`src/rtl/prio_irq_pkg.sv`:
```
package prio_irq_pkg;
  typedef enum logic [1:0] {
    ST_IDLE = 2'd0,
    ST_REQ  = 2'd1,
    ST_VEC  = 2'd2
  } ctl_state_t;
endpackage

```
`src/rtl/prio_irq_pick.sv`:
```
// Combinational winner selection: strict compare keeps the lowest index on ties,
// then the latched non-maskable request overrides everything.
module prio_irq_pick #(
  parameter int NUM_SRC = 8,
  parameter int PRIO_W  = 3,
  parameter int LVL_W   = 4,
  parameter int IDX_W   = 4,
  parameter logic [NUM_SRC*PRIO_W-1:0] SRC_PRIO = '0
) (
  input  logic [NUM_SRC-1:0] src_req,
  input  logic               nmi_pend,
  output logic [LVL_W-1:0]   best_lvl,
  output logic [IDX_W-1:0]   best_idx,
  output logic               best_any
);
  localparam logic [LVL_W-1:0] NMI_LVL = LVL_W'((1 << PRIO_W) + 1);

  logic [LVL_W-1:0] src_lvl [NUM_SRC];

  genvar g;
  generate
    for (g = 0; g < NUM_SRC; g++) begin : g_lvl
      assign src_lvl[g] = LVL_W'(SRC_PRIO[g*PRIO_W +: PRIO_W]) + LVL_W'(1);
    end
  endgenerate

  always_comb begin
    best_lvl = '0;
    best_idx = '0;
    best_any = 1'b0;
    for (int i = 0; i < NUM_SRC; i++) begin
      if (src_req[i] && (src_lvl[i] > best_lvl)) begin
        best_lvl = src_lvl[i];
        best_idx = IDX_W'(i);
        best_any = 1'b1;
      end
    end
    if (nmi_pend) begin
      best_lvl = NMI_LVL;
      best_idx = IDX_W'(NUM_SRC);
      best_any = 1'b1;
    end
  end
endmodule

```
`src/rtl/prio_irq_stack.sv`:
```
// In-service level stack. Empty reads as level 0. Push and pop together replace the top.
module prio_irq_stack #(
  parameter int DEPTH = 4,
  parameter int LVL_W = 4
) (
  input  logic             clk,
  input  logic             rst,
  input  logic             push,
  input  logic             pop,
  input  logic [LVL_W-1:0] push_lvl,
  output logic [LVL_W-1:0] top_lvl,
  output logic             full
);
  localparam int PTR_W = (DEPTH > 1) ? $clog2(DEPTH) : 1;
  localparam int CNT_W = $clog2(DEPTH + 1);

  logic [LVL_W-1:0] mem [DEPTH];
  logic [CNT_W-1:0] cnt;
  logic [PTR_W-1:0] top_ptr;
  logic [PTR_W-1:0] nxt_ptr;
  logic             empty;

  assign empty   = (cnt == '0);
  assign full    = (cnt == CNT_W'(DEPTH));
  assign top_ptr = PTR_W'(cnt - CNT_W'(1));
  assign nxt_ptr = PTR_W'(cnt);
  assign top_lvl = empty ? '0 : mem[top_ptr];

  always_ff @(posedge clk) begin
    if (push && pop && !empty) begin
      mem[top_ptr] <= push_lvl;
    end else if (push && !full) begin
      mem[nxt_ptr] <= push_lvl;
    end
  end

  always_ff @(posedge clk) begin
    if (rst) begin
      cnt <= '0;
    end else if (push && pop && !empty) begin
      cnt <= cnt;
    end else if (push && !full) begin
      cnt <= cnt + CNT_W'(1);
    end else if (pop && !empty) begin
      cnt <= cnt - CNT_W'(1);
    end
  end
endmodule

```
`src/rtl/prio_irq_timer.sv`:
```
// Counts cycles while run is high. expired marks the LIMIT-th cycle of waiting.
module prio_irq_timer #(
  parameter int LIMIT = 16
) (
  input  logic clk,
  input  logic rst,
  input  logic run,
  output logic expired
);
  localparam int CW = (LIMIT > 1) ? $clog2(LIMIT) : 1;

  logic [CW-1:0] cnt;

  assign expired = run && (cnt == CW'(LIMIT - 1));

  always_ff @(posedge clk) begin
    if (rst || !run) begin
      cnt <= '0;
    end else if (!expired) begin
      cnt <= cnt + CW'(1);
    end
  end
endmodule

```
`src/rtl/prio_irq_ctrl.sv`:
```
module prio_irq_ctrl
  import prio_irq_pkg::*;
#(
  parameter int NUM_SRC     = 8,
  parameter int PRIO_W      = 3,
  parameter int VEC_W       = 8,
  parameter int STACK_DEPTH = 4,
  parameter int TIMEOUT_CYC = 16,
  parameter logic [NUM_SRC*PRIO_W-1:0] SRC_PRIO = 24'hFAC688
) (
  input  logic               clk,
  input  logic               rst,
  input  logic [NUM_SRC-1:0] src_req,
  input  logic               nmi_req,
  output logic               core_irq,
  input  logic               core_ack,
  output logic [NUM_SRC:0]   src_ack,
  input  logic [VEC_W-1:0]   dev_vec,
  input  logic               dev_vec_valid,
  output logic [VEC_W-1:0]   vec_out,
  output logic               vec_valid,
  input  logic               svc_done,
  output logic               vec_timeout,
  input  logic               timeout_clr
);
  localparam int LVL_W = PRIO_W + 1;
  localparam int IDX_W = $clog2(NUM_SRC + 1);
  localparam int ACK_W = NUM_SRC + 1;

  ctl_state_t       state;
  logic             nmi_q;
  logic             nmi_pend;
  logic [LVL_W-1:0] best_lvl;
  logic [IDX_W-1:0] best_idx;
  logic             best_any;
  logic [LVL_W-1:0] win_lvl;
  logic [IDX_W-1:0] win_idx;
  logic [LVL_W-1:0] cur_lvl;
  logic             svc_full;
  logic             take;
  logic             grant;
  logic             expired;
  logic             abandon;
  logic             svc_pop;

  prio_irq_pick #(
    .NUM_SRC (NUM_SRC),
    .PRIO_W  (PRIO_W),
    .LVL_W   (LVL_W),
    .IDX_W   (IDX_W),
    .SRC_PRIO(SRC_PRIO)
  ) u_pick (
    .src_req (src_req),
    .nmi_pend(nmi_pend),
    .best_lvl(best_lvl),
    .best_idx(best_idx),
    .best_any(best_any)
  );

  prio_irq_stack #(
    .DEPTH(STACK_DEPTH),
    .LVL_W(LVL_W)
  ) u_stack (
    .clk     (clk),
    .rst     (rst),
    .push    (grant),
    .pop     (svc_pop),
    .push_lvl(win_lvl),
    .top_lvl (cur_lvl),
    .full    (svc_full)
  );

  prio_irq_timer #(
    .LIMIT(TIMEOUT_CYC)
  ) u_timer (
    .clk    (clk),
    .rst    (rst),
    .run    (state == ST_VEC),
    .expired(expired)
  );

  assign take    = best_any && (best_lvl > cur_lvl) && !svc_full;
  assign grant   = (state == ST_REQ) && core_ack;
  assign abandon = (state == ST_VEC) && !dev_vec_valid && expired;
  assign svc_pop = svc_done || abandon;

  always_ff @(posedge clk) begin
    if (rst) begin
      nmi_q    <= 1'b0;
      nmi_pend <= 1'b0;
    end else begin
      nmi_q <= nmi_req;
      if (nmi_req && !nmi_q) begin
        nmi_pend <= 1'b1;
      end else if (grant && (win_idx == IDX_W'(NUM_SRC))) begin
        nmi_pend <= 1'b0;
      end
    end
  end

  always_ff @(posedge clk) begin
    if (rst) begin
      vec_timeout <= 1'b0;
    end else if (abandon) begin
      vec_timeout <= 1'b1;
    end else if (timeout_clr) begin
      vec_timeout <= 1'b0;
    end
  end

  always_ff @(posedge clk) begin
    if (rst) begin
      state     <= ST_IDLE;
      core_irq  <= 1'b0;
      src_ack   <= '0;
      vec_out   <= '0;
      vec_valid <= 1'b0;
      win_lvl   <= '0;
      win_idx   <= '0;
    end else begin
      src_ack   <= '0;
      vec_valid <= 1'b0;
      case (state)
        ST_IDLE: begin
          if (take) begin
            win_lvl  <= best_lvl;
            win_idx  <= best_idx;
            core_irq <= 1'b1;
            state    <= ST_REQ;
          end
        end
        ST_REQ: begin
          if (core_ack) begin
            src_ack  <= ACK_W'(1) << win_idx;
            core_irq <= 1'b0;
            state    <= ST_VEC;
          end else if (take) begin
            win_lvl <= best_lvl;
            win_idx <= best_idx;
          end else begin
            core_irq <= 1'b0;
            state    <= ST_IDLE;
          end
        end
        ST_VEC: begin
          if (dev_vec_valid) begin
            vec_out   <= dev_vec;
            vec_valid <= 1'b1;
            state     <= ST_IDLE;
          end else if (expired) begin
            state <= ST_IDLE;
          end
        end
        default: state <= ST_IDLE;
      endcase
    end
  end
endmodule

```
`config.mk`:
```
export PLATFORM = sky130hd
export DESIGN_NAME = prio_irq_ctrl
export DESIGN_NICKNAME = d
export VERILOG_FILES = /design/src/rtl/prio_irq_pkg.sv /design/src/rtl/prio_irq_pick.sv /design/src/rtl/prio_irq_stack.sv /design/src/rtl/prio_irq_timer.sv /design/src/rtl/prio_irq_ctrl.sv
export SDC_FILE = /design/constraint.sdc
export NUM_CORES = 1
export LEC_CHECK = 0
export CAP_MARGIN = 40
export CORE_ASPECT_RATIO = 1.75
export CORE_MARGIN = 2
export CORE_UTILIZATION = 30
export DETAILED_ROUTE_END_ITERATION = 16
export GPL_ROUTABILITY_DRIVEN = 0
export SLEW_MARGIN = 20
export SYNTH_ARGS = -nofsm -noshare
export SYNTH_HDL_FRONTEND = slang
export SYNTH_HIERARCHICAL = 1
export SYNTH_SLANG_ARGS = --single-unit
export TNS_END_PERCENT = 100
```
`constraint.sdc`:
```
create_clock -name clk -period 3.4 [get_ports clk]
set_input_delay 0.85 -clock clk [delete_from_list [all_inputs] [get_ports clk]]
set_output_delay 0.85 -clock clk [all_outputs]
set_load 0.01 [all_outputs]
```
==> impl_metrics.toml <==
[global_routing]
grt_overflow_total = 0
grt_max_degree = 18
grtUsageTotal = 0.1303
met3_usage = 0.02560
grt_pass1_wl_mm = 9.252
grt-busiest-layer = "met2"
grt_pass1_vias = 1918
gr-usage-met1 = 0.1350
grt_use_met2 = 0.2390
antenna_found_initial = 0

[setup_path]
slowest_stage = "clkdlybuf4s50_1"
crit_path_end_kind = "flop"
crit_arrival_ps = 3120
crit_fanout = 8
start_kind = "primary input"
critPathRequiredTime_ps = 3590
critPathLaunch = "src_req[4]"
reg2reg_from = "u_stack/cnt[1]"
path_cells = "clkdlybuf4s50_1 -> or3_1 -> o22a_1 -> inv_1 -> ha_1 -> nand4_2 -> nand4b_4 -> a21oi_4 -> mux2i_1 -> nor2_1"
cp_slowest_stage_delay_ps = 470
crit_type = "primary input to flop"

[die]
start_util = 0.3083
fp.dieH_um = 125.9
die_w_um = 73.64
rows = 44
core_area_um2 = 8258
die_area_um2 = 9269
pin_count = 43

[worst_hold_path]
hold_path.class = "flop to flop"
min_from = "vec_out[1]"

[synth]
synthFlopType = "dfxtp_1"
synth.mux.area_fraction = 0.08305
netlist_area_um2 = 2546
synth_seq_cells = 55
synth_nets = 282
yosysTopAreaCellShare = 0.3066
synth_edf_count = 16
synthTopCellsByArea = "dfxtp_1 (31%), edfxtp_1 (19%), nor2_1 (5.5%)"
async_flop_share = 0
postSynthAreaPerCell_um2 = 10.14
synthAdderAreaFrac = 0.04324
synth_common_cells = "dfxtp_1 (39), nor2_1 (37), a21oi_1 (21)"
synth.distinct_cells = 49
ys_seq_area_frac = 0.4953
yosysWarningCount = 6
synthXorXnorAreaFrac = 0.01032
yosysMostFrequentCell = "dfxtp_1"
syn_inst = 251
synth_top_family_by_area = "simple AND/OR/NAND/NOR gates"
yosysTopAreaCell = "dfxtp_1"
yosys.area_share.simple = 0.2275
synth_compound_area_frac = 0.09681

[sta]
slew_headroom = 0.6536
worst_pin_slew_ps = 518.6
hold_slack_ps = 455.2
setup_slack_ps = 470.0
max_freq_mhz = 341.3
clock-skew-final_ps = 6.829
min_period_ps = 2930
slew_violations = 0
rsz0062_at_grt = "false"
finalSetupViolations = 0
setup_tns_ps = 0
min_period_over_period = 0.8618
finalHoldViolCount = 0

[drt]
routed_wl_mm = 5.641
drc = 0
routed_via_density = 4.882
dr.pass1.iters = 4
dr_total_vias = 1904
drt-initial-drc-count = 50
wl_per_cell_um = 14.46
antenna_left = 0

[cts]
hold_buffers = 0
cts_resized = 0
cts_max_path_buffers = 2
cts_tree = "yes"
cts_setup_buffers = 0
clkTransAtPathRegs_ps = 70
clock_sinks = 55
clockRootBuffer = "clkbuf_16"
cts_made_buffers = 5
clock_latency_ps = 290
cts_max_level = 2

[place]
io_buffers = 42
dp_hpwl_mm = 4.314
placed_area_um2 = 3057
pre_cts_ws_ps = 135.7

[job]
max_cap_viol_count = 0

[pwr]
vdd_drop_max_mv = 0.3590
power.leakage_nw = 1.192
powerDensity_nw_per_um2 = 710.0

[finish]
seqCellArea_um2 = 1261
area_delta_synth_final_pct = 25.80
fill_cells = 826
design_area_um2 = 3203
nets = 328
multi_input_area_um2 = 1174
num_antenna_cells = 0
fin_util = 0.3879
final_layout_size_suffix_gt1_frac = 0.09732

[outcome]
outcome = "finished clean"
==> cell families (layout without fill, tap and decap cells) <==
family	count (synthesis)	after routing
and+or+nand+nor	107	107
DFF	55	55
muxes	16	16
xor gates and xnor gates	3	3
AOI/OAI and AO/OA	40	40
adders and majority gates	9	9
buffers and inverters	21	68
==> through the flow <==
stage	std cells	power [W]
global route	390	0.002437
global placement	382	0.001773
finish	390	0.002274
floorplan	251	0.001575
detailed placement	382	0.001787
CTS	390	0.002309
==> final timing paths <==
path                 to  slack [ps]  cells after the start
max          win_idx[0]         470                     10
min reg2reg  vec_out[1]         460                      2
max reg2reg  win_idx[0]         520                     11
min          vec_out[1]         460                      2
==> metal layers <==
layer,wire length (um),share of wire,up-vias
li1,-,-,972
met1,2174,0.39,900
met2,3255,0.58,26
met3,118,0.021,6
met4,93,0.016,0
met5,0,0,-
==> registers in the layout (all words and copies together) (netlist names) <==
signal and count:
u_stack/mem 16, src_ack 9, vec_out 8, u_timer/cnt 4, win_idx 4, win_lvl 4
u_stack/cnt 3, state 2, core_irq 1, nmi_pend 1, nmi_q 1, vec_timeout 1
vec_valid 1
==> report_power, final <==
part	leakage, nW	internal, W	switching, W
logic	0.656	0.000432	0.000455
clock network	0.0710	0.000276	0.000229
registers	0.465	0.000792	0.0000907
==> worst max-delay path, delay by kind of cell <==
| family | cells | cell delay, ps |
|---|---|---|
| buffers and inverters | 2 | 540 |
| muxes | 1 | 230 |
| AOI/OAI and AO/OA | 2 | 530 |
| adders and majority gates | 1 | 230 |
| and+or+nand+nor | 4 | 730 |
==> layout by cell type (no fill, tap or decap), types with 4 or more instances in the layout <==
| master | synthesis | layout |
|---|---|---|
| clkdlybuf4s50_1 | 0 | 42 |
| dfxtp_1 | 39 | 39 |
| nor2_1 | 37 | 37 |
| a21oi_1 | 21 | 21 |
| nand2_1 | 16 | 16 |
| edfxtp_1 | 16 | 16 |
| inv_1 | 12 | 12 |
| nand3_1 | 11 | 11 |
| mux2i_1 | 11 | 11 |
| nor2b_1 | 10 | 10 |
| ha_1 | 8 | 8 |
| o21ai_0 | 7 | 7 |
| nand2b_1 | 6 | 6 |
| nor3_1 | 5 | 5 |
| clkbuf_16 | 0 | 5 |
| buf_4 | 1 | 5 |
| mux4_2 | 4 | 4 |
==> final cells by class <==
| class | instances | share of cell area |
|---|---|---|
| Clock buffer | 6 | 0.04023 |
| Sequential cell | 55 | 0.3938 |
| Inverter | 13 | 0.01523 |
| Clock inverter | 2 | 0.005469 |
| Tap cell | 92 | 0.03594 |
| Timing Repair Buffer | 47 | 0.1430 |
| Multi-Input combinational cell | 175 | 0.3664 |
(Power assumes the default switching activity.)
